===== config.mk =====
export PLATFORM = sky130hd
export DESIGN_NAME = tbase_counter
export DESIGN_NICKNAME = d
export VERILOG_FILES = /design/src/rtl/tbase_pkg.sv /design/src/rtl/tbase_prescale.sv /design/src/rtl/tbase_edge_sync.sv /design/src/rtl/tbase_mode_reg.sv /design/src/rtl/tbase_counter.sv
export SDC_FILE = /design/constraint.sdc
export NUM_CORES = 1
export LEC_CHECK = 0
export ABC_AREA = 0
export BUFFER_PORTS_ARGS = -buffer_cell sky130_fd_sc_hd__buf_4
export CORE_MARGIN = 8
export CORE_UTILIZATION = 51
export DETAILED_ROUTE_END_ITERATION = 10
export GPL_TIMING_DRIVEN = 0
export PLACE_DENSITY = 0.87
export SLEW_MARGIN = 0
export SYNTH_ARGS = -nofsm -noshare
export SYNTH_HDL_FRONTEND = slang
export SYNTH_SLANG_ARGS = --single-unit

===== constraint.sdc =====
create_clock -name clk -period 2.4 [get_ports clk]
set_input_delay 0.12 -clock clk [delete_from_list [all_inputs] [get_ports clk]]
set_output_delay 0.12 -clock clk [all_outputs]
set_load 0.02 [all_outputs]

===== src/rtl/tbase_pkg.sv =====
package tbase_pkg;

  typedef enum logic [2:0] {
    SRC_DIV_SLOW = 3'd0,
    SRC_DIV_FAST = 3'd1,
    SRC_T0       = 3'd2,
    SRC_EXT_PIN  = 3'd3,
    SRC_SYSCLK   = 3'd4,
    SRC_XOSC8    = 3'd5,
    SRC_RSV_A    = 3'd6,
    SRC_RSV_B    = 3'd7
  } src_e;

  typedef struct packed {
    logic       idle_sus;
    logic       wd_en;
    logic       wd_lock;
    logic       spare;
    logic [2:0] src;
    logic       ovf_ie;
  } mode_t;

  localparam logic [7:0] MODE_RESET = 8'h40;

  // Next mode register value after a write of wd to the current value cur.
  function automatic mode_t mode_after_write(mode_t cur, logic [7:0] wd);
    mode_t w;
    mode_t n;
    w = mode_t'(wd);
    n = cur;
    if (cur.wd_en) begin
      if (!cur.wd_lock && !w.wd_en) n.wd_en = 1'b0;
    end else begin
      n       = w;
      n.spare = 1'b0;
      if (w.wd_lock) n.wd_en = 1'b1;
    end
    return n;
  endfunction

  // Counts are suppressed while idle only when suspension is selected.
  function automatic logic idle_gate(logic idle_sus, logic cpu_idle);
    return !(idle_sus && cpu_idle);
  endfunction

endpackage


===== src/rtl/tbase_prescale.sv =====
module tbase_prescale #(
  parameter int DIV = 12
) (
  input  logic clk,
  input  logic rst_n,
  output logic tick
);
  localparam int CW = (DIV > 1) ? $clog2(DIV) : 1;
  localparam logic [CW-1:0] LAST = CW'(DIV - 1);

  logic [CW-1:0] phase_q;

  always_ff @(posedge clk or negedge rst_n) begin
    if (!rst_n)             phase_q <= '0;
    else if (phase_q == LAST) phase_q <= '0;
    else                    phase_q <= phase_q + 1'b1;
  end

  assign tick = (phase_q == LAST);
endmodule


===== src/rtl/tbase_edge_sync.sv =====
module tbase_edge_sync #(
  parameter int STAGES  = 2,
  parameter bit FALLING = 1'b1
) (
  input  logic clk,
  input  logic rst_n,
  input  logic din,
  output logic pulse
);
  // sh[STAGES-1] is the last synchronizer flop, sh[STAGES] its history.
  logic [STAGES:0] sh;

  always_ff @(posedge clk or negedge rst_n) begin
    if (!rst_n) sh <= '0;
    else        sh <= {sh[STAGES-1:0], din};
  end

  generate
    if (FALLING) begin : g_fall
      assign pulse = sh[STAGES] & ~sh[STAGES-1];
    end else begin : g_rise
      assign pulse = ~sh[STAGES] & sh[STAGES-1];
    end
  endgenerate
endmodule


===== src/rtl/tbase_mode_reg.sv =====
module tbase_mode_reg
  import tbase_pkg::*;
(
  input  logic       clk,
  input  logic       rst_n,
  input  logic       wr,
  input  logic [7:0] wdata,
  output mode_t      mode
);
  mode_t mode_q;

  always_ff @(posedge clk or negedge rst_n) begin
    if (!rst_n)  mode_q <= mode_t'(MODE_RESET);
    else if (wr) mode_q <= mode_after_write(mode_q, wdata);
  end

  assign mode = mode_q;
endmodule


===== src/rtl/tbase_counter.sv =====
module tbase_counter
  import tbase_pkg::*;
#(
  parameter int CNT_W       = 16,
  parameter int DIV_SLOW    = 12,
  parameter int DIV_FAST    = 4,
  parameter int SYNC_STAGES = 2
) (
  input  logic             clk,
  input  logic             rst_n,
  input  logic             cpu_idle,
  input  logic             t0_ovf,
  input  logic             ext_cnt_in,
  input  logic             xosc_div8,
  input  logic             cfg_wr,
  input  logic [7:0]       cfg_wdata,
  output logic [7:0]       cfg_rdata,
  input  logic             ovf_clr,
  output logic [CNT_W-1:0] count,
  output logic             ovf_flag,
  output logic             irq,
  output logic             wd_mode
);
  mode_t            mode;
  logic             tick_slow;
  logic             tick_fast;
  logic             ext_fall;
  logic             xosc_rise;
  logic             src_en;
  logic             cnt_step;
  logic             wrap_evt;
  logic [CNT_W-1:0] count_q;
  logic             flag_q;

  tbase_mode_reg u_mode (
    .clk   (clk),
    .rst_n (rst_n),
    .wr    (cfg_wr),
    .wdata (cfg_wdata),
    .mode  (mode)
  );

  tbase_prescale #(.DIV(DIV_SLOW)) u_div_slow (
    .clk(clk), .rst_n(rst_n), .tick(tick_slow)
  );

  tbase_prescale #(.DIV(DIV_FAST)) u_div_fast (
    .clk(clk), .rst_n(rst_n), .tick(tick_fast)
  );

  tbase_edge_sync #(.STAGES(SYNC_STAGES), .FALLING(1'b1)) u_ext_pin (
    .clk(clk), .rst_n(rst_n), .din(ext_cnt_in), .pulse(ext_fall)
  );

  tbase_edge_sync #(.STAGES(SYNC_STAGES), .FALLING(1'b0)) u_xosc (
    .clk(clk), .rst_n(rst_n), .din(xosc_div8), .pulse(xosc_rise)
  );

  always_comb begin
    unique case (src_e'(mode.src))
      SRC_DIV_SLOW: src_en = tick_slow;
      SRC_DIV_FAST: src_en = tick_fast;
      SRC_T0:       src_en = t0_ovf;
      SRC_EXT_PIN:  src_en = ext_fall;
      SRC_SYSCLK:   src_en = 1'b1;
      SRC_XOSC8:    src_en = xosc_rise;
      default:      src_en = 1'b0;
    endcase
  end

  assign cnt_step = src_en && idle_gate(mode.idle_sus, cpu_idle);
  assign wrap_evt = cnt_step && (&count_q);

  always_ff @(posedge clk or negedge rst_n) begin
    if (!rst_n)        count_q <= '0;
    else if (cnt_step) count_q <= count_q + 1'b1;
  end

  always_ff @(posedge clk or negedge rst_n) begin
    if (!rst_n)        flag_q <= 1'b0;
    else if (wrap_evt) flag_q <= 1'b1;
    else if (ovf_clr)  flag_q <= 1'b0;
  end

  assign count     = count_q;
  assign ovf_flag  = flag_q;
  assign irq       = flag_q & mode.ovf_ie;
  assign wd_mode   = mode.wd_en;
  assign cfg_rdata = mode;
endmodule


==> flow_metrics.tcl <==
set metrics [dict create \
    overall_via_count_from_detail_route 1158 \
    worstReg2RegEnd "ovf_flag$_DFFE_PN0P_" \
    tritoncts "done" \
    grt_pass1_vias 1187 \
    p_switching_mw 0.828 \
    sequential_cell_area_fraction_in_the_yosys_report_pct 56.4 \
    commonest_cells_in_the_netlist "35 x dfrtp_1, 14 x xor2_1, 10 x nand2_1, 7 x mux2_2, 7 x nor3_1" \
    fraction_of_final_layout_cells_sized_beyond_drive_strength_1_pct 35.1 \
    number_of_antenna_diodes 0 \
    maxCapViolations 0 \
    power_report.internal_total_mw 1.28 \
    fin_setup_tns_ns 0 \
    worstHoldStart "cfg_wdata[5]" \
    hold_end "u_mode.mode[5]$_DFFE_PN0P_" \
    hold_viol_final 0 \
    post_synth.cell_area_avg_um2 12.3 \
    worst_skew_pair.late_latency_ns 0.34 \
    post_cts_buffers 0 \
    drcViolationCount 0 \
    drt.antenna.violating_nets 0 \
    fin_crit_ns 1.82 \
    core_um2 3030 \
    clkTransAtPathRegs_ns 0.11 \
    cts_htree_levels 2 \
    synth.largest_area_cell "dfrtp_1" \
    ys_async_sr_fraction_pct 100 \
    firstDrtPassIters 4 \
    dp_hpwl_um 2480 \
    vdd.ir_drop.worst_mv 0.762 \
    yosys_most_used_dff "dfrtp_1" \
    pre_cts_ws_ns 0.578 \
    total_grt_overflow 0 \
    worst_ep_required_time_ns 2.64 \
    syn-num-nets 149 \
    io-pin-count 43 \
    regToRegStartpoint "u_div_fast.phase_q[0]$_DFF_PN0_" \
    clockPowerShare_pct 16.1 \
    route.final.wire_length_um 3360 \
    worst-r2r-setup-slack_ns 0.58 \
    die_h_um 72.0 \
    fraction_of_synthesized_cell_area_taken_by_the_top_area_cell_type_pct 54.7 \
    clockRootBuffer "clkbuf_4" \
    cts-buffers-inserted 5 \
    synth_warnings 0 \
    mapped_cell_area_um2 1600 \
    nets 203 \
    power_density_over_the_cells_nw_per_um2 1010 \
    run_status "finished, final reports clean" \
    number_of_synthesized_flops_with_an_enable_pin 0 \
    setup-violations-final 0 \
    hold_path.class "in -> reg" \
    report.final.slew_viol_count 0 \
    rsz0062_at_grt "no" \
    worstPathMaxFanout 10 \
    ys_top_cells_by_area "dfrtp_1 55%, xor2_1 7.7%, mux2_2 4.9%" \
    hold_slack_ns 0.0160 \
    antenna_violations_before_repair 0 \
    seq_power_share_pct 42.5 \
    rr_worst_depth 6 \
    critPathCaptureType "flip-flop" \
    syn_to_final_growth_pct 30.5 \
    netlist-cell-type-count 38 \
    layout_setup_ws_ns 0.580 \
    numPortBuffers 40 \
    cp-start-kind "flip-flop" \
    ctsLongestPathBuffers 2 \
    start_util_pct 52.9 \
    grt_max_degree 37 \
    die-area_um2 5190 \
    arrival_time_of_data_at_the_critical_path_endpoint_ns 2.06 \
    power.static_leakage_nw 0.999 \
    wire_per_inst_um 14.7 \
    synth_most_common_cell "dfrtp_1" \
    chipWidth_um 72.0 \
    detail_route.iter0.violations 28 \
    post_cts_resize_count 0 \
    grt_first_pass_wirelength_um 5610 \
    timing.setup.critical_path_class "reg -> reg" \
    core.rowCount 20 \
    vias_per_cell 5.06 \
    cts_num_sinks 36 \
    p_sw_share_pct 39.3 \
    netlist_instances 130 \
    min_delay_path_depth 2 \
    hold_buffers 7 \
    timing.fmax_ghz 0.549 \
    min_period_over_period_pct 75.8 \
    flop_and_latch_count_out_of_synthesis 36 \
    grt.total_usage_pct 14.2 \
    gp_routability_congestion 0.783 \
    skew_ns 0.0103 \
    power.combinational.fraction_pct 41.4 \
]
==> layout by cell type (no fill, tap or decap), drive strengths merged <==
cell type	count
buf	44
dfrtp	35
xor2	14
nand2	10
clkbuf	8
nor3	7
mux2	7
dlygate4sd3	7
nor4	7
inv	5
nor2	4
nand3	4
o21ai	3
nand4	3
ha	3
nor2b	2
nor3b	2
xnor2	2
a31oi	1
o22ai	1
and2	1
a211o	1
and4bb	1
a22oi	1
o221ai	1
nand2b	1
a311o	1
or3	1
a22o	1
or2	1
a31o	1
and3	1
and4	1
conb	1
clkinvlp	1
dfstp	1
==> cell families after synthesis <==
kind of cell	Yosys count	share of synthesized area, %
compound gates	11	6.10
xor+xnor	16	8.76
fa+ha+maj	3	2.35
buf+inv	10	3.36
flops	36	56.4
mux	7	4.93
other cells	1	0.234
simple gates	46	17.9
==> power by group through the flow <==
| stage | combinational (mW) | sequential, mW | clock [mW] |
|---|---|---|---|
| 6_report | 0.873 | 0.895 | 0.340 |
| 5_1_grt | 0.944 | 0.922 | 0.376 |
| 4_1_cts | 0.881 | 0.892 | 0.354 |
| 3_5_place_dp | 0.870 | 0.904 | 0 |
| 3_3_place_gp | 0.850 | 0.893 | 0 |
| 2_1_floorplan | 0.413 | 1.02 | 0 |
==> per-layer routing <==
metal  share of wire [%]  up-vias  track usage (%)
met1                  41      554             15.5
met2                  51       33             23.4
li1                    -      561                -
met5                   0        -                0
met4                 2.8        0             9.30
met3                 5.6       10             4.27
==> flip-flops by register name, indices dropped and copies added (netlist names) <==
| name | flops |
|---|---|
| u_xosc.sh | 3 |
| count | 16 |
| u_div_fast.phase_q | 2 |
| u_ext_pin.sh | 3 |
| ovf_flag | 1 |
| u_div_slow.phase_q | 4 |
| u_mode.mode | 7 |
==> worst max-delay path by stage <==
| stage | from | to |
|---|---|---|
| floorplan | count[0]$_DFFE_PN0P_ | count[12]$_DFFE_PN0P_ |
| global placement | u_div_fast.phase_q[0]$_DFF_PN0_ | ovf_flag$_DFFE_PN0P_ |
| detailed placement | u_div_fast.phase_q[0]$_DFF_PN0_ | ovf_flag$_DFFE_PN0P_ |
| CTS | u_div_fast.phase_q[0]$_DFF_PN0_ | ovf_flag$_DFFE_PN0P_ |
| global route | u_div_slow.phase_q[0]$_DFF_PN0_ | count[13]$_DFFE_PN0P_ |
| finish | u_div_fast.phase_q[0]$_DFF_PN0_ | ovf_flag$_DFFE_PN0P_ |
==> per-stage QoR <==
stage / cells / area [µm²] / power [mW] / utilization, %
2_1_floorplan: 130 / 1600 / 1.43 / -
3_3_place_gp: 214 / 1960 / 1.74 / 64.6
3_5_place_dp: 214 / 1960 / 1.77 / 64.6
4_1_cts: 229 / 2090 / 2.13 / 69.0
5_1_grt: 229 / 2090 / 2.24 / 69.0
6_report: 229 / 2090 / 2.11 / 69.0
==> cell type report <==
type | count | area (µm²)
fillers | 215 | 940
plain buffers | 5 | 35.0
inverters | 5 | 18.8
flip-flops and latches | 36 | 902
repair buffers | 47 | 370
clock buffers | 7 | 55.1
well taps | 44 | 55.1
clock inverters | 1 | 7.51
multi-input cells | 84 | 644
==> critical path: stages (launching register included) <==
cell and delay [ns]:
dfrtp_1 0.40, ha_1 0.22, a211o_1 0.30, o221ai_4 0.32, buf_6 0.21, nor3_1 0.07
a22o_1 0.20
No activity file was read; power rests on OpenSTA's default activity.
